`src/rtl/dma4_pkg.sv`:
```
package dma4_pkg;
  localparam int REG_W = 32;

  typedef enum logic [1:0] {
    ADJ_INC     = 2'd0,
    ADJ_DEC     = 2'd1,
    ADJ_FIX     = 2'd2,
    ADJ_INC_RLD = 2'd3
  } adj_e;

  typedef enum logic [1:0] {
    TM_NOW     = 2'd0,
    TM_VBL     = 2'd1,
    TM_HBL     = 2'd2,
    TM_SPECIAL = 2'd3
  } timing_e;

  typedef enum logic [1:0] {
    SEL_SRC  = 2'd0,
    SEL_DST  = 2'd1,
    SEL_CNT  = 2'd2,
    SEL_CTRL = 2'd3
  } sel_e;

  typedef struct packed {
    logic    wide;
    adj_e    dst_adj;
    adj_e    src_adj;
    timing_e timing;
    logic    en;
  } ctrl_t;
endpackage

```
`src/rtl/dma4_addr_step.sv`:
```
module dma4_addr_step
  import dma4_pkg::*;
#(
  parameter int ADDR_W = 32
) (
  input  logic [ADDR_W-1:0] addr,
  input  adj_e              adj,
  input  logic              wide,
  output logic [ADDR_W-1:0] nxt
);
  logic [ADDR_W-1:0] delta;

  assign delta = wide ? ADDR_W'(4) : ADDR_W'(2);

  always_comb begin
    unique case (adj)
      ADJ_INC, ADJ_INC_RLD: nxt = addr + delta;
      ADJ_DEC:              nxt = addr - delta;
      default:              nxt = addr;
    endcase
  end
endmodule

```
`src/rtl/dma4_channel.sv`:
```
module dma4_channel
  import dma4_pkg::*;
#(
  parameter int ADDR_W = 32,
  parameter int CNT_W  = 14
) (
  input  logic              clk,
  input  logic              rst_n,
  input  logic              wr_en,
  input  sel_e              wr_sel,
  input  logic [REG_W-1:0]  wr_data,
  input  logic              hblank,
  input  logic              vblank,
  input  logic              step,
  output logic              armed,
  output logic              enabled,
  output logic              stall_req,
  output logic              wide,
  output logic              last,
  output logic [ADDR_W-1:0] cur_src,
  output logic [ADDR_W-1:0] cur_dst
);
  logic [ADDR_W-1:0] prog_src, prog_dst;
  logic [CNT_W-1:0]  prog_cnt;
  ctrl_t             ctrl_q, ctrl_new;
  logic [ADDR_W-1:0] work_src, work_dst, nxt_src, nxt_dst;
  logic [CNT_W-1:0]  work_cnt;
  logic              armed_q;
  logic              blank_hit;
  logic              ctrl_wr;

  assign ctrl_new = ctrl_t'(wr_data[$bits(ctrl_t)-1:0]);
  assign ctrl_wr  = wr_en && (wr_sel == SEL_CTRL);

  dma4_addr_step #(.ADDR_W(ADDR_W)) u_src_step (
    .addr(work_src), .adj(ctrl_q.src_adj), .wide(ctrl_q.wide), .nxt(nxt_src)
  );
  dma4_addr_step #(.ADDR_W(ADDR_W)) u_dst_step (
    .addr(work_dst), .adj(ctrl_q.dst_adj), .wide(ctrl_q.wide), .nxt(nxt_dst)
  );

  always_comb begin
    blank_hit = 1'b0;
    if (ctrl_q.en && !armed_q) begin
      unique case (ctrl_q.timing)
        TM_VBL:  blank_hit = vblank;
        TM_HBL:  blank_hit = hblank;
        default: blank_hit = 1'b0;
      endcase
    end
  end

  always_ff @(posedge clk) begin
    if (!rst_n) begin
      prog_src <= '0;
      prog_dst <= '0;
      prog_cnt <= '0;
      ctrl_q   <= '0;
      work_src <= '0;
      work_dst <= '0;
      work_cnt <= '0;
      armed_q  <= 1'b0;
    end else begin
      if (step && armed_q) begin
        work_src <= nxt_src;
        work_dst <= nxt_dst;
        if (last) begin
          ctrl_q.en <= 1'b0;
          armed_q   <= 1'b0;
        end else begin
          work_cnt <= work_cnt - 1'b1;
        end
      end
      if (blank_hit) armed_q <= 1'b1;
      if (wr_en) begin
        unique case (wr_sel)
          SEL_SRC: prog_src <= wr_data[ADDR_W-1:0];
          SEL_DST: prog_dst <= wr_data[ADDR_W-1:0];
          SEL_CNT: prog_cnt <= wr_data[CNT_W-1:0];
          default: begin
            ctrl_q <= ctrl_new;
            if (ctrl_new.en && !ctrl_q.en) begin
              work_src <= prog_src;
              work_dst <= prog_dst;
              work_cnt <= (prog_cnt == '0) ? '1 : prog_cnt;
              armed_q  <= (ctrl_new.timing == TM_NOW);
            end else if (!ctrl_new.en) begin
              armed_q <= 1'b0;
            end
          end
        endcase
      end
    end
  end

  assign armed     = armed_q;
  assign enabled   = ctrl_q.en;
  assign stall_req = armed_q && (ctrl_q.timing == TM_NOW);
  assign wide      = ctrl_q.wide;
  assign last      = (work_cnt == CNT_W'(1));
  assign cur_src   = work_src;
  assign cur_dst   = work_dst;


  armed_needs_en_chk: assert property (@(posedge clk) disable iff (!rst_n)
    armed_q |-> ctrl_q.en);


  cnt_nonzero_chk: assert property (@(posedge clk) disable iff (!rst_n)
    armed_q |-> (work_cnt != '0));


  work_hold_chk: assert property (@(posedge clk) disable iff (!rst_n)
    (!step && !ctrl_wr) |=> ($stable(work_src) && $stable(work_dst) && $stable(work_cnt)));


  done_clear_chk: assert property (@(posedge clk) disable iff (!rst_n)
    (step && armed_q && last && !wr_en) |=> (!ctrl_q.en && !armed_q));
endmodule

```
`src/rtl/dma4_arbiter.sv`:
```
module dma4_arbiter #(
  parameter int NCH  = 4,
  parameter int CH_W = $clog2(NCH)
) (
  input  logic            clk,
  input  logic            rst_n,
  input  logic [NCH-1:0]  armed,
  input  logic            ready,
  output logic            valid,
  output logic [CH_W-1:0] grant
);
  logic [CH_W-1:0] pick, hold_ch_q;
  logic            hold_q;

  always_comb begin
    pick = '0;
    for (int i = NCH - 1; i >= 0; i--) begin
      if (armed[i]) pick = CH_W'(i);
    end
  end

  assign grant = hold_q ? hold_ch_q : pick;
  assign valid = hold_q ? armed[hold_ch_q] : (|armed);

  always_ff @(posedge clk) begin
    if (!rst_n) begin
      hold_q    <= 1'b0;
      hold_ch_q <= '0;
    end else if (valid && !ready) begin
      hold_q    <= 1'b1;
      hold_ch_q <= grant;
    end else begin
      hold_q <= 1'b0;
    end
  end


  grant_armed_chk: assert property (@(posedge clk) disable iff (!rst_n)
    valid |-> armed[grant]);


  lowest_first_chk: assert property (@(posedge clk) disable iff (!rst_n)
    (valid && !hold_q) |-> ((armed & ((NCH'(1) << grant) - NCH'(1))) == '0));
endmodule

```
`src/rtl/dma4_ctrl.sv`:
```
module dma4_ctrl
  import dma4_pkg::*;
#(
  parameter int NCH        = 4,
  parameter int ADDR_W     = 32,
  parameter int CNT_W_STD  = 14,
  parameter int CNT_W_LAST = 16
) (
  input  logic                    clk,
  input  logic                    rst_n,
  input  logic                    reg_we,
  input  logic [$clog2(NCH)-1:0]  reg_ch,
  input  logic [1:0]              reg_sel,
  input  logic [REG_W-1:0]        reg_wdata,
  input  logic                    hblank_pulse,
  input  logic                    vblank_pulse,
  output logic                    xfer_valid,
  input  logic                    xfer_ready,
  output logic [$clog2(NCH)-1:0]  xfer_ch,
  output logic [ADDR_W-1:0]       xfer_src,
  output logic [ADDR_W-1:0]       xfer_dst,
  output logic                    xfer_wide,
  output logic                    xfer_last,
  output logic                    cpu_stall,
  output logic [NCH-1:0]          chan_en
);
  localparam int CH_W = $clog2(NCH);

  logic [NCH-1:0]             armed_w, stall_w, wide_w, last_w;
  logic [NCH-1:0][ADDR_W-1:0] src_w, dst_w;

  for (genvar i = 0; i < NCH; i++) begin : g_ch
    localparam int CW = (i == NCH - 1) ? CNT_W_LAST : CNT_W_STD;
    logic wr_hit, step_hit;
    assign wr_hit   = reg_we && (reg_ch == CH_W'(i));
    assign step_hit = xfer_valid && xfer_ready && (xfer_ch == CH_W'(i));

    dma4_channel #(.ADDR_W(ADDR_W), .CNT_W(CW)) u_ch (
      .clk       (clk),
      .rst_n     (rst_n),
      .wr_en     (wr_hit),
      .wr_sel    (sel_e'(reg_sel)),
      .wr_data   (reg_wdata),
      .hblank    (hblank_pulse),
      .vblank    (vblank_pulse),
      .step      (step_hit),
      .armed     (armed_w[i]),
      .enabled   (chan_en[i]),
      .stall_req (stall_w[i]),
      .wide      (wide_w[i]),
      .last      (last_w[i]),
      .cur_src   (src_w[i]),
      .cur_dst   (dst_w[i])
    );
  end

  dma4_arbiter #(.NCH(NCH), .CH_W(CH_W)) u_arb (
    .clk   (clk),
    .rst_n (rst_n),
    .armed (armed_w),
    .ready (xfer_ready),
    .valid (xfer_valid),
    .grant (xfer_ch)
  );

  assign xfer_src  = src_w[xfer_ch];
  assign xfer_dst  = dst_w[xfer_ch];
  assign xfer_wide = wide_w[xfer_ch];
  assign xfer_last = last_w[xfer_ch];
  assign cpu_stall = |stall_w;


  hold_payload_chk: assert property (@(posedge clk) disable iff (!rst_n)
    (xfer_valid && !xfer_ready) |=> (xfer_valid && $stable(xfer_ch) && $stable(xfer_src)
                                     && $stable(xfer_dst) && $stable(xfer_wide)
                                     && $stable(xfer_last)));


  stall_has_req_chk: assert property (@(posedge clk) disable iff (!rst_n)
    cpu_stall |-> xfer_valid);
endmodule

```
`config.mk`:
```
export PLATFORM = sky130hd
export DESIGN_NAME = dma4_ctrl
export DESIGN_NICKNAME = d
export VERILOG_FILES = /design/src/rtl/dma4_pkg.sv /design/src/rtl/dma4_addr_step.sv /design/src/rtl/dma4_channel.sv /design/src/rtl/dma4_arbiter.sv /design/src/rtl/dma4_ctrl.sv
export SDC_FILE = /design/constraint.sdc
export NUM_CORES = 2
export LEC_CHECK = 0
export ABC_CLOCK_PERIOD_IN_PS = 3600
export BUFFER_PORTS_ARGS = -buffer_cell sky130_fd_sc_hd__clkbuf_2
export CORE_UTILIZATION = 40
export CTS_BUF_LIST = sky130_fd_sc_hd__clkbuf_4
export DETAILED_ROUTE_END_ITERATION = 6
export PLACE_DENSITY = 0.58
export SLEW_MARGIN = 15
export SYNTH_ARGS = -nofsm -noshare
export SYNTH_HDL_FRONTEND = slang
export SYNTH_HIERARCHICAL = 1
export SYNTH_SLANG_ARGS = --single-unit
```
`constraint.sdc`:
```
create_clock -name clk -period 3.6 [get_ports clk]
set_clock_uncertainty 0.1 [all_clocks]
set_input_delay 0.54 -clock clk [delete_from_list [all_inputs] [get_ports clk]]
set_output_delay 0.54 -clock clk [all_outputs]
set_load 0.005 [all_outputs]
```
# [Word-level counts from Yosys, hierarchy flattened]
# Index checks and enable logic that the tools add are counted.
[classes] shifts=0 multipliers=0 n_mux=137 order_cmp=2 bitwise=1 addsub=20 n_div=0 n_eq_ne=36 n_reduce_logical=82
[op_table] cell="32-bit two-way mux" count=34
[op_table] cell="32-bit case mux with 2 select lines" count=8
[op_table] cell="32-bit adder" count=8
[op_table] cell="32-bit subtractor" count=8
[op_table] cell="14-bit two-way mux" count=18
[op_table] cell="32-bit binary-select mux with 2-bit select" count=2
[op_table] cell="16-bit two-way mux" count=6
[op_table] cell="1-bit two-way mux" count=53
[op_table] cell="14-bit by 1-bit == test with 1-bit output, second input constant" count=3
[op_table] cell="14-bit logical NOT" count=3
[op_table] cell="14-bit by 1-bit subtractor with 14-bit output, second input constant" count=3
[op_table] cell="2-bit == test, second input constant" count=17
[op_table] cell="2-bit logical NOT" count=16
[op_table] cell="2-bit AND reduction" count=16
[op_table] cell="2-bit by 1-bit == test with 1-bit output, second input constant" count=15
[op_table] cell="1-bit logical AND" count=26
[op_table] cell="16-bit by 1-bit == test with 1-bit output, second input constant" count=1
[op_table] cell="16-bit logical NOT" count=1
[op_table] cell="2-bit OR reduction" count=8
[op_table] cell="16-bit by 1-bit subtractor with 16-bit output, second input constant" count=1
[op_table] cell="3-bit two-way mux" count=4
[op_table] cell="2-bit two-way mux" count=5
[op_table] cell="1-bit logical NOT" count=9
[op_table] cell="1-bit case mux with 2 select lines" count=4
[op_table] cell="5 further kinds" count=9
[word_totals] output_inout_bits=74 mem_count=0 ram_bits=0 latch_bits=0 elab_cells=328 in_bits=42 romBits=0 regBits=667

# [Longest topological paths before layout]
[logic_depth] word_depth=14 ltp_mapped=17

# [Cells and area by module]
# Netlist, hierarchy kept.
[modules_own_cells] mod="dma4_addr_step" cells_each=313 area_per_inst_um2=1970.6 instances=8 seq_area_each_um2=0.0
[modules_own_cells] mod="dma4_channel at g_ch[0].u_ch ..." cells_each=874 area_per_inst_um2=7140.6 instances=2 seq_area_each_um2=3303.2
[modules_own_cells] mod="dma4_channel at g_ch[3].u_ch" cells_each=885 area_per_inst_um2=7290.7 instances=1 seq_area_each_um2=3383.2
[modules_own_cells] mod="dma4_channel at g_ch[2].u_ch" cells_each=872 area_per_inst_um2=7264.5 instances=1 seq_area_each_um2=3303.2
[modules_own_cells] mod="dma4_ctrl" cells_each=91 area_per_inst_um2=1745.4 instances=1 seq_area_each_um2=0.0
[modules_own_cells] mod="dma4_arbiter" cells_each=25 area_per_inst_um2=230.2 instances=1 seq_area_each_um2=60.1

# [Worst setup path before layout]
# Ideal clock, no wire load.
[synth_path] path_kind="flip-flop to flip-flop" from="register g_ch[2].u_ch/ctrl_q[3] (netlist bit)" to="register g_ch[2].u_ch.work_src[30]" stages_incl_launch_ff=17 path_slack_ps=-153 required_time_ps=3441 period_less_slack_ps=3753 path_buffers=4 arrival_ps=3594 cell_sequence="dfxtp_1 buf_2 nand2b_4 clkbuf_1 clkbuf_1 buf_2 nor2_1 ha_1 nor2b_1 o21ai_0 a222oi_1 o2111ai_1 mux2i_1 xnor2_1 nand3_1 nand3_1 o211a_1"
[synth_between] elab_chain_len=7 elab_cells_between_ends=9 classes_between="eq/ne: 2; mux: 5; reduce/logical: 2"
[synth_lines] item="start: declaration" line_no="dma4_channel.sv:25" text="ctrl_t ctrl_q, ctrl_new;"
[synth_lines] item="start signal: assignment" line_no="dma4_channel.sv:81" text="ctrl_q <= ctrl_new;"
[synth_lines] item="2-bit == test / 2-bit logical NOT (equally long branches)" line_no="dma4_addr_step.sv:16" text="unique case (adj)"
[synth_lines] item="2-bit OR reduction" line_no="dma4_addr_step.sv:16"
[synth_lines] item="32-bit case mux with 2 select lines (*)" line_no="dma4_addr_step.sv:16"
[synth_lines] item="net g_ch[2].u_ch.nxt_src[30]" line_no="dma4_channel.sv:26" text="logic [ADDR_W-1:0] work_src, work_dst, nxt_src, nxt_dst;"
[synth_lines] item="32-bit two-way mux (*)" line_no="dma4_channel.sv:64" text="if (step && armed_q) begin"
[synth_lines] item="32-bit two-way mux" line_no="dma4_channel.sv:82" text="if (ctrl_new.en && !ctrl_q.en) begin"
[synth_lines] item="32-bit two-way mux" line_no="dma4_channel.sv:76" text="unique case (wr_sel)"
[synth_lines] item="32-bit two-way mux (*)" line_no="dma4_channel.sv:75" text="if (wr_en) begin"
[synth_lines] item="end signal: assignment" line_no="dma4_channel.sv:65" text="work_src <= nxt_src;"
[synth_lines] item="end signal: assignment" line_no="dma4_channel.sv:83" text="work_src <= prog_src;"
[synth_lines] item="end: declaration" line_no="dma4_channel.sv:26"
# Mark *: on every way through the listed nets, which the timed path passes. The rest lies on a longest branch.
# A chain may end at the register's enable or synchronous reset.

# [Worst setup path after layout]
[layout_path] from="register g_ch[0].u_ch.armed_q" to="output xfer_src[1]"
[layout_between] elab_chain_len=4
[layout_lines] item="start: declaration" line_no="dma4_channel.sv:28" text="logic armed_q;"
[layout_lines] item="start signal: assignment" line_no="dma4_channel.sv:86" text="armed_q <= (ctrl_new.timing == TM_NOW);"
[layout_lines] item="2-bit two-way mux" line_no="dma4_arbiter.sv:18" text="if (armed[i]) pick = CH_W'(i);"
[layout_lines] item="2-bit two-way mux" line_no="dma4_arbiter.sv:22" text="assign grant = hold_q ? hold_ch_q : pick;"
[layout_lines] item="32-bit binary-select mux with 2-bit select" line_no="dma4_ctrl.sv:66" text="assign xfer_src = src_w[xfer_ch];"
[layout_lines] item="32-bit two-way mux (not written as such)" line_no="dma4_ctrl.sv:66"
[layout_lines] item="end: declaration" line_no="dma4_ctrl.sv:20" text="output logic [ADDR_W-1:0] xfer_src,"
# No other way between the ends. The select of a mux whose other input is x is not followed.

==> metrics.sh <==
TIMING.CRITICAL_PATH.SLOWEST_CELL_DELAY_NS=0.43
FAILED_CHECKS='DRC, setup timing'
TIMING.FMAX_MHz=277.2
FINAL_UTIL_PCT=45.97
CP_CELL_SEQUENCE='or3_4 -> o21ai_4 -> buf_12 -> buf_16 -> mux4_2 -> buf_6'
DIE_Y_UM=343.2
CRIT_PATH_TOP_DELAY_CELL='mux4_2'
CAP_VIOL_MAX_COUNT=0
FLOORPLAN.INITIALDENSITY_PCT=40.57
NETLIST.TOP_CELL.BY_AREA='dfxtp_1'
CLK_PATH_BUF_DEPTH=3
CP.ARRIVAL_NS=2.97
DRIVE_GT1_SHARE_PCT=15.64
SYNTH_ASYNC_SR_FLOP_SHARE_PCT=0
CORE.ROWCOUNT=124
DESIGN_AREA_UM2=52770
DRT_ITER0_DRC=5633
P_COMB_SHARE_PCT=8.6
CTS_MAX_LEVEL=4
DPL.CELL_COUNT=7467
SETUP.WORST_PATH.END_CLASS='output pin'
CTS_TREE='yes'
STARTPOINT_TYPE='flop'
DRT_PRE_ANTENNA_ITERS=7
POSTSYNTHAREAPERCELL_UM2=7.604
CRITICAL_PATH_FANOUTS_MAX=17
HOLD_PATH.CLASS='input port to flop'
DRV_SLEW=0
LAYOUT_COMMON_CELLS='nand2_1 (1392), dfxtp_1 (657), nand3_1 (487)'
LAYOUT.CELLS.NON_FILLER=7911
RUN_STATUS='finished with violations'
PERIOD_SHARE_PCT=100.2
COMMONEST_NON_FILL_NON_TAP_CELL_IN_THE_LAYOUT='nand2_1'
P_CLK_SHARE_PCT=44.8
SYNTH_WARN=6
CLOCK_INSERTION_DELAY_AT_THE_LATER_PIN_OF_THE_SKEW_REPORT_NS=1.12
DISTINCT_CELL_TYPE_COUNT_OF_THE_SYNTHESIZED_NETLIST=91
SYNTH_EDF_COUNT=0
CTS.REPORTEDPATHS.CLKPINSLEW_NS=0.06
CRITICALPATHCATEGORY='flop to output pin'
POSTSYNTHCELLCOUNT=6125
IO_PINS=116
DRCVIOLATIONCOUNT=1
TIMING.FINAL.CRIT_PERIOD_NS=3.608
TIMING.CRITICAL_PATH.MAX_DELAY_FAMILY='buffers and inverters'
YOSYS_REGISTER_BITS=667
AREA_GROWTH_PCT=13.31
POSTROUTEANTENNANETS=0
PLACE.GP.CONGESTION=0.9941
SYNTHDOMINANTCELLAREASHARE_PCT=28.67
DESIGN.FINAL.NETS=6332
SWSHARE_PCT=28.60
POWER.SWITCHING_mW=4.678
WORST-SLEW-PIN-TRANSITION_NS=1.151
PLACE_HPWL_UM=131200
GRT.TOTAL_USAGE_PCT=32.44
CLOCK_SINK_COUNT=667
CORE_AREA_UM2=114800
CRITICAL_PATH.N_BUFFERS_INVERTERS=3
DIE_WIDTH_UM=343.2
VDD_DROP_MAX_V=0.0002539
YS_TOP_CELLS_BY_AREA='dfxtp_1 (29%), nand2_1 (11%), o211a_1 (6.0%), a21boi_0 (5.8%), nand3_1 (5.2%)'
LAYOUT_SETUP_WS_NS=-0.007924
HOLD_VIOL=0
COUNT_OF_BUFFERS_FROM_PORT_BUFFERING=115
SYNTH_SEQUENTIAL_AREA_RATIO_PCT=28.67
VIAS=49197
DIE_AREA_UM2=117800
ANTENNA_FOUND_INITIAL=16
DPL_CELL_AREA_UM2=48940
GRT_OVERFLOW_TOTAL=0
POWER.INTERNAL_mW=11.68
DPL_WORST_SLACK_NS=0.3219
LEAKAGEPOWER_nW=22.15
INSERTED_CLOCK_BUFFERS=189
MAPPEDNETLISTNETS=6211
PWR-SHARE-SEQ_PCT=46.6
GRT_START_MAX_NET_PINS=129
GRT_PASS1_WL_UM=291900
POWER_DENSITY_nW_PER_UM2=309.9
WORST_REL_SLEW_SLACK_PCT=23.27
CTSROOTBUFFERMASTER='clkbuf_4'
POSTROUTEWIRELENGTH_UM=196700
NUMBER_OF_GLOBAL_ROUTE_VIAS_BEFORE_REPAIR=45041
SETUP_FAILING_EPS_FINAL=2
NETLIST_AREA_UM2=46580
ROUTE.DETAILED.WL_PER_INST_UM=24.87
DRT-VIAS-PER-INSTANCE=6.219
YS.FLOP_TYPE='dfxtp_1'
CP.REQUIRED_NS=2.96
GRT_SETUP_UNREPAIRED='true'
final cells by class:
cell class / count / area [um2]
Antenna cell: 12 / 30.03
Timing Repair Buffer: 471 / 3984
Clock inverter: 56 / 354.1
Clock buffer: 276 / 2072
Multi-Input combinational cell: 4849 / 30810
Sequential cell: 667 / 13380
Fill cell: 11700 / 62040
Inverter: 68 / 255.2
Tap cell: 1512 / 1892
cells in the mapped netlist, types with 21 or more instances:
library cell	instances
nand2_1	1397
dfxtp_1	667
nand3_1	487
clkbuf_1	403
a21boi_0	357
o211a_1	280
nor2_1	264
a21oi_1	196
xnor2_1	126
xor2_1	126
mux2i_1	123
nor3_1	118
or3_1	112
nor4_1	105
o21ai_0	98
buf_2	68
mux4_2	66
and3_1	62
a211oi_1	60
nand4_1	59
inv_1	52
o31ai_1	45
ha_1	44
a31oi_1	40
nand2b_1	40
or2_2	33
a32oi_1	32
and2_1	32
buf_1	32
o2111ai_1	32
o2bb2ai_1	32
a22oi_1	27
or4_1	26
nor3b_1	23
nand3b_1	21
o211ai_1	21
power groups by stage:
stage          Combinational [mW]  Clock [mW]  Sequential, mW
3_3_place_gp                 1.31           0            7.78
5_1_grt                      1.48        7.90            7.63
6_report                     1.41        7.32            7.62
3_5_place_dp                 1.31           0            7.79
4_1_cts                      1.37        7.53            7.62
2_1_floorplan               0.772           0            7.70
flip-flops by register name (all words and copies together) (netlist names):
register,count
g_ch.u_ch/enabled,4
u_arb/hold_q,1
u_arb/hold_ch_q,2
g_ch.u_ch/cur_src,128
g_ch.u_ch/prog_src,128
g_ch.u_ch/work_cnt,58
g_ch.u_ch/wide,4
g_ch.u_ch/cur_dst,128
g_ch.u_ch/armed,4
g_ch.u_ch/ctrl_q,24
g_ch.u_ch/prog_cnt,58
g_ch.u_ch/prog_dst,128
metrics by stage:
stage | TNS [ns] | power [mW] | hold WS, ns
2_1_floorplan | -0.002387 | 8.470 | 0.3401
3_3_place_gp | 0 | 9.095 | 0.3506
3_5_place_dp | 0 | 9.098 | 0.3562
4_1_cts | -8.126 | 16.52 | 0.009405
5_1_grt | -4.976 | 17.02 | 0.06724
6_report | -0.009821 | 16.36 | 0.1959
worst min-delay path, stage by stage:
cell,delay (ns)
clkbuf_2,0.55
nand2_1,0.19
a21boi_0,0.06
what timing repair did:
action,CTS,global route
cloned,14,0
pin swaps,10,11
setup endpoints to repair,68,68
hold endpoints to repair,552,0
buffers inserted,48,17
hold buffers,31,0
gates resized for setup,65,29
cell families (layout without fill, tap and decap cells):
family	count (synthesis)	count (layout)	share of synthesized area, %
AO/OA/AOI/OAI	1435	1435	23.90
XOR/XNOR	252	252	4.739
adder cells (fa/ha/maj)	44	44	1.182
buffers and inverters	609	871	5.639
flip-flops	667	667	28.67
multiplexers	191	191	5.883
other	0	12	0
AND/OR/NAND/NOR	2927	2927	29.99
final timing paths:
path                                               start                                     end  slack [ns]  depth (start not counted)
setup / recovery           g_ch[0].u_ch/armed$_SDFF_PN0_                             xfer_src[1]      -0.008                          6
hold / removal                              reg_wdata[8]   g_ch[2].u_ch/prog_cnt[8]$_SDFFE_PN0P_        0.20                          3
setup reg to reg     g_ch[2].u_ch/work_cnt[1]$_SDFF_PN0_           g_ch[2].u_ch/armed$_SDFF_PN0_        0.11                         24
hold reg to reg   g_ch[3].u_ch/prog_src[22]$_SDFFE_PN0P_  g_ch[3].u_ch/prog_src[22]$_SDFFE_PN0P_        0.36                          2
metal layers:
layer / track usage [%] / wire (um) / vias up
met5: 0 / 0 / -
met4: 13.66 / 7107 / 0
met3: 6.642 / 19210 / 358
met2: 47.14 / 83050 / 2462
met1: 46.21 / 87340 / 23808
li1: - / - / 22569
Note: power is estimated with default switching activity, not from simulation.
